--- config.mk ---
export PLATFORM = sky130hd
export DESIGN_NAME = ascii_cmd_parser
export DESIGN_NICKNAME = d
export VERILOG_FILES = /design/src/rtl/acp_pkg.sv /design/src/rtl/acp_frame_rx.sv /design/src/rtl/acp_regs.sv /design/src/rtl/acp_resp_tx.sv /design/src/rtl/ascii_cmd_parser.sv
export SDC_FILE = /design/constraint.sdc
export NUM_CORES = 1
export LEC_CHECK = 0
export BUFFER_PORTS_ARGS = -buffer_cell sky130_fd_sc_hd__buf_2
export CORE_MARGIN = 4
export CORE_UTILIZATION = 50
export CTS_CLUSTER_DIAMETER = 80
export DETAILED_ROUTE_END_ITERATION = 6
export PLACE_DENSITY = 0.71
export RECOVER_POWER = 100
export SLEW_MARGIN = 10
export SYNTH_ARGS = -nofsm -noshare
export SYNTH_HDL_FRONTEND = slang
export SYNTH_HIERARCHICAL = 1
export SYNTH_SLANG_ARGS = --single-unit
--- constraint.sdc ---
create_clock -name clk_i -period 5.3 [get_ports clk_i]
set_input_delay 0 -clock clk_i [delete_from_list [all_inputs] [get_ports clk_i]]
set_output_delay 0 -clock clk_i [all_outputs]
set_load 0.01 [all_outputs]
--- src/rtl/acp_pkg.sv ---
package acp_pkg;

  typedef enum logic [3:0] {
    PS_IDLE, PS_D, PS_E, PS_V, PS_COL, PS_ID0, PS_ID1, PS_DIR, PS_DATA, PS_CR, PS_LF
  } pstate_e;

  localparam logic [7:0] CH_Q   = 8'h3F;
  localparam logic [7:0] CH_D   = 8'h44;
  localparam logic [7:0] CH_E   = 8'h45;
  localparam logic [7:0] CH_V   = 8'h56;
  localparam logic [7:0] CH_COL = 8'h3A;
  localparam logic [7:0] CH_CR  = 8'h0D;
  localparam logic [7:0] CH_LF  = 8'h0A;
  localparam logic [7:0] CH_O   = 8'h4F;
  localparam logic [7:0] CH_K   = 8'h4B;
  localparam logic [7:0] CH_0   = 8'h30;
  localparam logic [7:0] CH_A   = 8'h41;

  localparam logic [7:0] ID_STATUS = 8'h03;
  localparam logic [7:0] ID_OFFS_A = 8'h13;
  localparam logic [7:0] ID_OFFS_B = 8'h14;
  localparam logic [7:0] ID_BITSEL = 8'h19;
  localparam logic [7:0] ID_TRACK  = 8'h81;
  localparam logic [7:0] ID_AVG    = 8'h82;
  localparam logic [7:0] ID_KI     = 8'h83;
  localparam logic [7:0] ID_KP     = 8'h84;
  localparam logic [7:0] ID_KD     = 8'h85;
  localparam logic [7:0] ID_CLEAR  = 8'h86;
  localparam logic [7:0] ID_PMODE  = 8'h88;

  function automatic logic is_dec(input logic [7:0] c);
    return (c >= 8'h30) && (c <= 8'h39);
  endfunction

  function automatic logic is_hex(input logic [7:0] c);
    return is_dec(c) || ((c >= 8'h41) && (c <= 8'h46));
  endfunction

  function automatic logic [3:0] hex_val(input logic [7:0] c);
    logic [7:0] v;
    v = is_dec(c) ? (c - CH_0) : (c - CH_A + 8'd10);
    return v[3:0];
  endfunction

  function automatic logic [7:0] nib_char(input logic [3:0] n);
    return (n < 4'd10) ? (CH_0 + {4'd0, n}) : (CH_A + {4'd0, n} - 8'd10);
  endfunction

endpackage

--- src/rtl/acp_frame_rx.sv ---
module acp_frame_rx
  import acp_pkg::*;
#(
  parameter int DATA_W = 32
) (
  input  logic              clk_i,
  input  logic              rst_ni,
  input  logic [7:0]        rx_data_i,
  input  logic              rx_acc_i,
  output logic              fire_o,
  output logic              is_wr_o,
  output logic [7:0]        id_o,
  output logic [DATA_W-1:0] data_o
);
  localparam int HEX_DIGITS = DATA_W / 4;
  localparam int CNT_W      = $clog2(HEX_DIGITS);

  pstate_e            st_q;
  pstate_e            restart;
  logic [CNT_W-1:0]   cnt_q;
  logic               is_wr_q;
  logic [3:0]         id_hi_q, id_lo_q;
  logic [DATA_W-1:0]  data_q;

  // a stray '?' always begins a fresh frame
  assign restart = (rx_data_i == CH_Q) ? PS_D : PS_IDLE;

  always_ff @(posedge clk_i or negedge rst_ni) begin
    if (!rst_ni) begin
      st_q    <= PS_IDLE;
      cnt_q   <= '0;
      is_wr_q <= 1'b0;
      id_hi_q <= '0;
      id_lo_q <= '0;
      data_q  <= '0;
    end else if (rx_acc_i) begin
      unique case (st_q)
        PS_IDLE: st_q <= restart;
        PS_D:    st_q <= (rx_data_i == CH_D)   ? PS_E   : restart;
        PS_E:    st_q <= (rx_data_i == CH_E)   ? PS_V   : restart;
        PS_V:    st_q <= (rx_data_i == CH_V)   ? PS_COL : restart;
        PS_COL:  st_q <= (rx_data_i == CH_COL) ? PS_ID0 : restart;
        PS_ID0: begin
          if (is_dec(rx_data_i)) begin
            id_hi_q <= rx_data_i[3:0];
            st_q    <= PS_ID1;
          end else st_q <= restart;
        end
        PS_ID1: begin
          if (is_dec(rx_data_i)) begin
            id_lo_q <= rx_data_i[3:0];
            st_q    <= PS_DIR;
          end else st_q <= restart;
        end
        PS_DIR: begin
          if (rx_data_i == CH_COL) begin
            is_wr_q <= 1'b1;
            cnt_q   <= '0;
            st_q    <= PS_DATA;
          end else if (rx_data_i == CH_Q) begin
            is_wr_q <= 1'b0;
            st_q    <= PS_CR;
          end else st_q <= PS_IDLE;
        end
        PS_DATA: begin
          if (is_hex(rx_data_i)) begin
            data_q <= {data_q[DATA_W-5:0], hex_val(rx_data_i)};
            if (cnt_q == CNT_W'(HEX_DIGITS - 1)) st_q <= PS_CR;
            else cnt_q <= cnt_q + 1'b1;
          end else st_q <= restart;
        end
        PS_CR:   st_q <= (rx_data_i == CH_CR) ? PS_LF : restart;
        PS_LF:   st_q <= (rx_data_i == CH_LF) ? PS_IDLE : restart;
        default: st_q <= PS_IDLE;
      endcase
    end
  end

  assign fire_o  = rx_acc_i && (st_q == PS_LF) && (rx_data_i == CH_LF);
  assign is_wr_o = is_wr_q;
  assign id_o    = {id_hi_q, id_lo_q};
  assign data_o  = data_q;

  AST_FIRE_RETURNS_IDLE: assert property (@(posedge clk_i) disable iff (!rst_ni)
    fire_o |=> st_q == PS_IDLE);
  AST_DATA_ONLY_ON_WRITE: assert property (@(posedge clk_i) disable iff (!rst_ni)
    st_q == PS_DATA |-> is_wr_q);

endmodule

--- src/rtl/acp_regs.sv ---
module acp_regs
  import acp_pkg::*;
#(
  parameter int          DATA_W    = 32,
  parameter int          COEF_W    = 16,
  parameter int          AVG_W     = 3,
  parameter int          AVG_MAX   = 6,
  parameter int          MODE_W    = 3,
  parameter int          MODE_MIN  = 1,
  parameter int          MODE_MAX  = 6,
  parameter int          SEL_W     = 5,
  parameter logic [31:0] OFFS_LO   = 32'hFFA07413,
  parameter logic [31:0] OFFS_HI   = 32'h005F8BED,
  parameter int          KI_RST    = 2,
  parameter int          KP_RST    = 200,
  parameter int          KD_RST    = 0,
  parameter int          SEL_RST   = 16
) (
  input  logic              clk_i,
  input  logic              rst_ni,
  input  logic              fire_i,
  input  logic              is_wr_i,
  input  logic [7:0]        id_i,
  input  logic [DATA_W-1:0] wdata_i,
  input  logic [DATA_W-1:0] status_i,
  output logic              ack_o,
  output logic [DATA_W-1:0] rdata_o,
  output logic [DATA_W-1:0] offset_o,
  output logic              track_o,
  output logic [AVG_W-1:0]  avg_o,
  output logic [COEF_W-1:0] ki_o,
  output logic [COEF_W-1:0] kp_o,
  output logic [COEF_W-1:0] kd_o,
  output logic              clear_o,
  output logic [MODE_W-1:0] mode_o,
  output logic [SEL_W-1:0]  sel_o
);
  logic              wr_ok, rd_ok, commit;
  logic              coef_ok;
  logic [DATA_W-1:0] offset_q;
  logic              track_q, clear_q;
  logic [AVG_W-1:0]  avg_q;
  logic [COEF_W-1:0] ki_q, kp_q, kd_q;
  logic [MODE_W-1:0] mode_q;
  logic [SEL_W-1:0]  sel_q;

  assign coef_ok = (wdata_i >> COEF_W) == '0;

  always_comb begin
    wr_ok   = 1'b0;
    rd_ok   = 1'b1;
    rdata_o = '0;
    unique case (id_i)
      ID_STATUS: begin
        rdata_o = status_i;
      end
      ID_OFFS_A, ID_OFFS_B: begin
        rdata_o = offset_q;
        wr_ok   = ($signed(wdata_i) >= $signed(OFFS_LO)) && ($signed(wdata_i) <= $signed(OFFS_HI));
      end
      ID_BITSEL: begin
        rdata_o = DATA_W'(sel_q);
        wr_ok   = wdata_i < DATA_W'(1 << SEL_W);
      end
      ID_TRACK: begin
        rdata_o = DATA_W'(track_q);
        wr_ok   = wdata_i <= DATA_W'(1);
      end
      ID_AVG: begin
        rdata_o = DATA_W'(avg_q);
        wr_ok   = wdata_i <= DATA_W'(AVG_MAX);
      end
      ID_KI: begin
        rdata_o = DATA_W'(ki_q);
        wr_ok   = coef_ok;
      end
      ID_KP: begin
        rdata_o = DATA_W'(kp_q);
        wr_ok   = coef_ok;
      end
      ID_KD: begin
        rdata_o = DATA_W'(kd_q);
        wr_ok   = coef_ok;
      end
      ID_CLEAR: begin
        rd_ok = 1'b0;
        wr_ok = 1'b1;
      end
      ID_PMODE: begin
        rdata_o = DATA_W'(mode_q);
        wr_ok   = (wdata_i >= DATA_W'(MODE_MIN)) && (wdata_i <= DATA_W'(MODE_MAX));
      end
      default: rd_ok = 1'b0;
    endcase
  end

  assign commit = fire_i && is_wr_i && wr_ok;
  assign ack_o  = fire_i && (is_wr_i ? wr_ok : rd_ok);

  always_ff @(posedge clk_i or negedge rst_ni) begin
    if (!rst_ni) begin
      offset_q <= '0;
      track_q  <= 1'b1;
      avg_q    <= '0;
      ki_q     <= COEF_W'(KI_RST);
      kp_q     <= COEF_W'(KP_RST);
      kd_q     <= COEF_W'(KD_RST);
      mode_q   <= MODE_W'(MODE_MIN);
      sel_q    <= SEL_W'(SEL_RST);
      clear_q  <= 1'b0;
    end else begin
      clear_q <= commit && (id_i == ID_CLEAR);
      if (commit) begin
        unique case (id_i)
          ID_OFFS_A, ID_OFFS_B: offset_q <= wdata_i;
          ID_BITSEL:            sel_q    <= wdata_i[SEL_W-1:0];
          ID_TRACK:             track_q  <= wdata_i[0];
          ID_AVG:               avg_q    <= wdata_i[AVG_W-1:0];
          ID_KI:                ki_q     <= wdata_i[COEF_W-1:0];
          ID_KP:                kp_q     <= wdata_i[COEF_W-1:0];
          ID_KD:                kd_q     <= wdata_i[COEF_W-1:0];
          ID_PMODE:             mode_q   <= wdata_i[MODE_W-1:0];
          default: ;
        endcase
      end
    end
  end

  assign offset_o = offset_q;
  assign track_o  = track_q;
  assign avg_o    = avg_q;
  assign ki_o     = ki_q;
  assign kp_o     = kp_q;
  assign kd_o     = kd_q;
  assign clear_o  = clear_q;
  assign mode_o   = mode_q;
  assign sel_o    = sel_q;

  AST_OFFS_IN_RANGE: assert property (@(posedge clk_i) disable iff (!rst_ni)
    ($signed(offset_q) >= $signed(OFFS_LO)) && ($signed(offset_q) <= $signed(OFFS_HI)));
  AST_AVG_LIMIT: assert property (@(posedge clk_i) disable iff (!rst_ni)
    32'(avg_q) <= 32'(AVG_MAX));
  AST_MODE_LIMIT: assert property (@(posedge clk_i) disable iff (!rst_ni)
    (32'(mode_q) >= 32'(MODE_MIN)) && (32'(mode_q) <= 32'(MODE_MAX)));
  AST_CLEAR_ONE_CYCLE: assert property (@(posedge clk_i) disable iff (!rst_ni)
    clear_q |=> !clear_q);

endmodule

--- src/rtl/acp_resp_tx.sv ---
module acp_resp_tx
  import acp_pkg::*;
#(
  parameter int DATA_W = 32
) (
  input  logic              clk_i,
  input  logic              rst_ni,
  input  logic              start_i,
  input  logic              is_rd_i,
  input  logic [7:0]        id_i,
  input  logic [DATA_W-1:0] word_i,
  input  logic              tx_ready_i,
  output logic              busy_o,
  output logic [7:0]        tx_data_o
);
  localparam int HEX_DIGITS = DATA_W / 4;
  localparam int OK_LEN     = 9;
  localparam int RD_LEN     = 10 + HEX_DIGITS;
  localparam int IDX_W      = $clog2(RD_LEN);

  logic              busy_q, is_rd_q;
  logic [IDX_W-1:0]  idx_q, last_idx;
  logic [7:0]        id_q;
  logic [DATA_W-1:0] word_q;
  logic [DATA_W-1:0] word_sh;
  int unsigned       dig;

  assign last_idx = is_rd_q ? IDX_W'(RD_LEN - 1) : IDX_W'(OK_LEN - 1);

  always_ff @(posedge clk_i or negedge rst_ni) begin
    if (!rst_ni) begin
      busy_q  <= 1'b0;
      is_rd_q <= 1'b0;
      idx_q   <= '0;
      id_q    <= '0;
      word_q  <= '0;
    end else if (start_i) begin
      busy_q  <= 1'b1;
      is_rd_q <= is_rd_i;
      idx_q   <= '0;
      id_q    <= id_i;
      word_q  <= word_i;
    end else if (busy_q && tx_ready_i) begin
      if (idx_q == last_idx) busy_q <= 1'b0;
      else idx_q <= idx_q + 1'b1;
    end
  end

  // digit position counted from the least significant nibble
  always_comb begin
    dig     = 32'(HEX_DIGITS + 7) - 32'(idx_q);
    word_sh = word_q >> (4 * dig);
  end

  always_comb begin
    tx_data_o = CH_LF;
    if (idx_q == IDX_W'(0))      tx_data_o = CH_Q;
    else if (idx_q == IDX_W'(1)) tx_data_o = CH_D;
    else if (idx_q == IDX_W'(2)) tx_data_o = CH_E;
    else if (idx_q == IDX_W'(3)) tx_data_o = CH_V;
    else if (idx_q == IDX_W'(4)) tx_data_o = CH_COL;
    else if (!is_rd_q) begin
      if (idx_q == IDX_W'(5))      tx_data_o = CH_O;
      else if (idx_q == IDX_W'(6)) tx_data_o = CH_K;
      else if (idx_q == IDX_W'(7)) tx_data_o = CH_CR;
    end else begin
      if (idx_q == IDX_W'(5))                     tx_data_o = nib_char(id_q[7:4]);
      else if (idx_q == IDX_W'(6))                tx_data_o = nib_char(id_q[3:0]);
      else if (idx_q == IDX_W'(7))                tx_data_o = CH_COL;
      else if (idx_q < IDX_W'(8 + HEX_DIGITS))    tx_data_o = nib_char(word_sh[3:0]);
      else if (idx_q == IDX_W'(8 + HEX_DIGITS))   tx_data_o = CH_CR;
    end
  end

  assign busy_o = busy_q;

  AST_START_WHEN_IDLE: assert property (@(posedge clk_i) disable iff (!rst_ni)
    start_i |-> !busy_q);
  AST_TX_HOLD: assert property (@(posedge clk_i) disable iff (!rst_ni)
    busy_q && !tx_ready_i |=> busy_q && $stable(tx_data_o));
  AST_TX_FIRST_CHAR: assert property (@(posedge clk_i) disable iff (!rst_ni)
    start_i |=> tx_data_o == CH_Q);

endmodule

--- src/rtl/ascii_cmd_parser.sv ---
module ascii_cmd_parser
  import acp_pkg::*;
#(
  parameter int DATA_W = 32,
  parameter int COEF_W = 16,
  parameter int AVG_W  = 3,
  parameter int MODE_W = 3,
  parameter int SEL_W  = 5
) (
  input  logic              clk_i,
  input  logic              rst_ni,
  input  logic [7:0]        rx_data_i,
  input  logic              rx_valid_i,
  output logic              rx_ready_o,
  output logic [7:0]        tx_data_o,
  output logic              tx_valid_o,
  input  logic              tx_ready_i,
  input  logic [DATA_W-1:0] status_i,
  output logic [DATA_W-1:0] freq_offset_o,
  output logic              track_en_o,
  output logic [AVG_W-1:0]  avg_code_o,
  output logic [COEF_W-1:0] pid_ki_o,
  output logic [COEF_W-1:0] pid_kp_o,
  output logic [COEF_W-1:0] pid_kd_o,
  output logic              corr_clear_o,
  output logic [MODE_W-1:0] pin_mode_o,
  output logic [SEL_W-1:0]  status_sel_o
);
  logic              rx_acc, fire, is_wr, ack, busy;
  logic [7:0]        id;
  logic [DATA_W-1:0] wdata, rdata;

  assign rx_ready_o = !busy;
  assign rx_acc     = rx_valid_i && !busy;
  assign tx_valid_o = busy;

  acp_frame_rx #(.DATA_W(DATA_W)) u_rx (
    .clk_i, .rst_ni,
    .rx_data_i, .rx_acc_i(rx_acc),
    .fire_o(fire), .is_wr_o(is_wr), .id_o(id), .data_o(wdata)
  );

  acp_regs #(
    .DATA_W(DATA_W), .COEF_W(COEF_W), .AVG_W(AVG_W), .MODE_W(MODE_W), .SEL_W(SEL_W)
  ) u_regs (
    .clk_i, .rst_ni,
    .fire_i(fire), .is_wr_i(is_wr), .id_i(id), .wdata_i(wdata), .status_i,
    .ack_o(ack), .rdata_o(rdata),
    .offset_o(freq_offset_o), .track_o(track_en_o), .avg_o(avg_code_o),
    .ki_o(pid_ki_o), .kp_o(pid_kp_o), .kd_o(pid_kd_o),
    .clear_o(corr_clear_o), .mode_o(pin_mode_o), .sel_o(status_sel_o)
  );

  acp_resp_tx #(.DATA_W(DATA_W)) u_tx (
    .clk_i, .rst_ni,
    .start_i(ack), .is_rd_i(!is_wr), .id_i(id), .word_i(rdata),
    .tx_ready_i, .busy_o(busy), .tx_data_o
  );

endmodule

==> flow_summary.yaml <==
synth:
  postSynthAreaPerCell_um2: 11.7
  async_reset_ff_share_pct: 100
  synth-edff-count: 0
  yosysWarnings: 6
  ys_ff_latch: 188
  syn_inst: 863
  syn-cell-area_um2: 10100
  seq_area_frac_synth_pct: 46.6
  ys.flop_type: "dfrtp_1"
  synth_nets: 920
  ys_types: 91
clock_network:
  cts_tree: "built"
  cts_setup_buffers: 0
  cts-root-buf: "clkbuf_16"
  clock_sinks: 188
  h-tree-depth: 4
  clk_latency_ns: 0.43
  clkSlewWorstSetupHoldPaths_ns: 0.07
  post_cts_resized: 0
  cts_hold_buf: 27
  numCtsBuffers: 17
  cts_buffer_depth: 2
worst_setup_path:
  path_max_fanout: 51
  critPathLaunchType: "flop"
  end_kind: "flop"
  criticalPathCategory: "reg -> reg"
  cp.required_ns: 5.61
  arrival_ns: 4.57
pwr:
  vdd_drop_max_mv: 0.235
  p_per_area_nw_per_um2: 265
  p_leak_uw: 0.00531
final_layout:
  fin_cells: 1289
  layout_commonest_cell: "dfrtp_1"
  fin_nets: 1069
  fill_cells: 1695
  diodes: 0
  drive_gt1_share_pct: 22.9
  area_growth_pct: 15.8
  final_cell_mix: "dfrtp_1 (181), mux2_2 (114), clkbuf_1 (97)"
flow_run:
  drv_cap: 2
worst_hold_path:
  hp-class: "in -> reg"
timing:
  hold_violations: 0
  worstMarginPinSlew_ns: 3.08
  fmax_mhz: 234
  setup_violations: 0
  fin_skew_ns: 0.0165
  fin_crit_ns: 4.27
  setup-tns-final_ns: 0
  maxSlewHeadroom_pct: -106
  rsz0062_at_grt: "false"
  fin_crit_sh_pct: 80.5
  slew_viol_final: 154
global_routing:
  grt_antenna_before_repair: 0
  grt_pass1_vias: 7820
  grt_overflow_total: 0
  grt_max_degree: 125
  grt_pass1_wl_mm: 42.7
  grt_util_all_layers_pct: 24.0
placed_design:
  place_congestion: 0.909
  hpwl_mm: 18.0
  portBuffers: 145
  placed_cells: 1231
status:
  violations: "max-capacitance violations, max-slew violations"
  run_status: "complete, but fails checks"
floorplan:
  ioPinCount: 147
  die_area_um2: 22600
  std_cell_rows: 51
  core_um2: 19700
  initial_core_util_pct: 51.5
  die_y_um: 150
  die_x_um: 150
drt:
  firstDrtPassIters: 6
  postRouteAntennaNets: 0
  viasPerCell: 6.00
  wl_per_cell_um: 20.5
  remaining_drc_errors: 0
  dr.first_iter.drc_count: 576
  vias: 7731
  routed_wl_mm: 26.5
## synth_stat cells, types with 7 or more instances
library cell | number | area (um2)
dfrtp_1 | 181 | 4530
a22o_1 | 18 | 158
mux2_4 | 22 | 330
a31oi_1 | 7 | 43.8
a222oi_1 | 18 | 180
nor4_1 | 14 | 87.6
nor3_1 | 13 | 65.1
dfstp_2 | 7 | 184
clkbuf_1 | 28 | 105
nand4_1 | 8 | 50.1
o211ai_1 | 8 | 60.1
ha_1 | 13 | 163
mux2_1 | 30 | 338
nand2b_1 | 12 | 75.1
mux2_2 | 115 | 1290
buf_6 | 9 | 101
o21ai_0 | 29 | 145
nand3_1 | 15 | 75.1
nand2_1 | 64 | 240
nor2_1 | 28 | 105
a21oi_1 | 19 | 95.1
buf_2 | 8 | 40.0
mux2i_1 | 13 | 130
a22oi_1 | 17 | 128
inv_1 | 28 | 105
o22ai_1 | 7 | 43.8
## routing by layer
metal | up-vias | track usage, % | part of all wire, % | wire length, um
li1 | 3568 | - | - | -
met1 | 3868 | 33.3 | 43 | 11500
met2 | 269 | 38.9 | 49 | 12900
met3 | 26 | 4.88 | 6.8 | 1790
met4 | 0 | 6.08 | 1.1 | 304
met5 | - | 0 | 0 | 0
## stage by stage
step	setup slack [ns]	utilization (%)	cell area (um2)	power (uW)	hold WS [ns]
after floorplan	2.17	-	10100	1550	-0.296
after global routing	0.765	59.6	11700	3200	0.0160
after detailed placement	1.32	56.0	11000	1620	0.226
after CTS	1.28	60.9	12000	3130	0.000619
after global placement	1.34	56.0	11000	1620	0.232
final	1.03	59.6	11700	3100	0.0210
## critical path, stage by stage, from the launching register on
cell,delay (ns)
dfrtp_1,0.41
or4b_1,0.79
nor4_1,0.70
and4_1,0.34
o31ai_1,0.23
a41oi_4,0.28
clkbuf_2,0.95
mux2_2,0.44
## cell families after synthesis
family                   count (synthesis)  synth area share, %
adder cells (fa/ha/maj)                 13                 1.61
XOR/XNOR                                 9                0.779
AO/OA/AOI/OAI                          187                 14.8
flip-flops                             188                 46.6
AND/OR/NAND/NOR                        203                 10.8
multiplexers                           183                 21.4
buffers and inverters                   79                 3.92
other                                    1               0.0371
## final timing paths
check                                             from                               to  slack, ns  cells after the start
max in group asynchronous                       rst_ni  u_regs/offset_o[20]$_DFFE_PN0P_       2.08                      3
hold reg to reg              u_rx/cnt_q[0]$_DFFE_PN0P_        u_rx/cnt_q[0]$_DFFE_PN0P_       0.50                      1
setup reg to reg           u_rx/id_hi_q[1]$_DFFE_PN0P_      u_tx/word_q[18]$_DFFE_PN0P_       1.03                      7
min in group asynchronous                       rst_ni      u_regs/sel_o[0]$_DFFE_PN0P_       1.09                      2
setup / recovery           u_rx/id_hi_q[1]$_DFFE_PN0P_      u_tx/word_q[18]$_DFFE_PN0P_       1.03                      7
hold / removal                             status_i[6]       u_tx/word_q[6]$_DFFE_PN0P_       0.02                      4
## area by class of cell
class                      count  area (um2)  share of cell area [%]
inverter                      28         105                   0.897
clock buffer                  20         467                    3.98
multi-input combinational    596        4930                    42.1
tap                          265         332                    2.83
sequential                   188        4710                    40.2
clock inverter                11         229                    1.95
timing repair buffer         181         937                    8.00
## state kept, by name (all words and copies together) (netlist names), 3 cells and up
register	count
u_tx/id_q	8
u_regs/offset_o	32
u_regs/ki_o	16
u_rx/st_q	4
u_rx/id_lo_q	4
u_rx/cnt_q	3
u_regs/avg_o	3
u_regs/kp_o	16
u_rx/id_hi_q	4
u_rx/data_o	32
u_tx/idx_q	5
u_regs/kd_o	16
u_regs/sel_o	5
u_tx/word_q	32
u_regs/mode_o	3
## power by group
group          switching (uW)  internal [uW]
clock network             562            931
logic                    69.5           51.2
registers                39.6           1450
(Power assumes the default switching activity.)
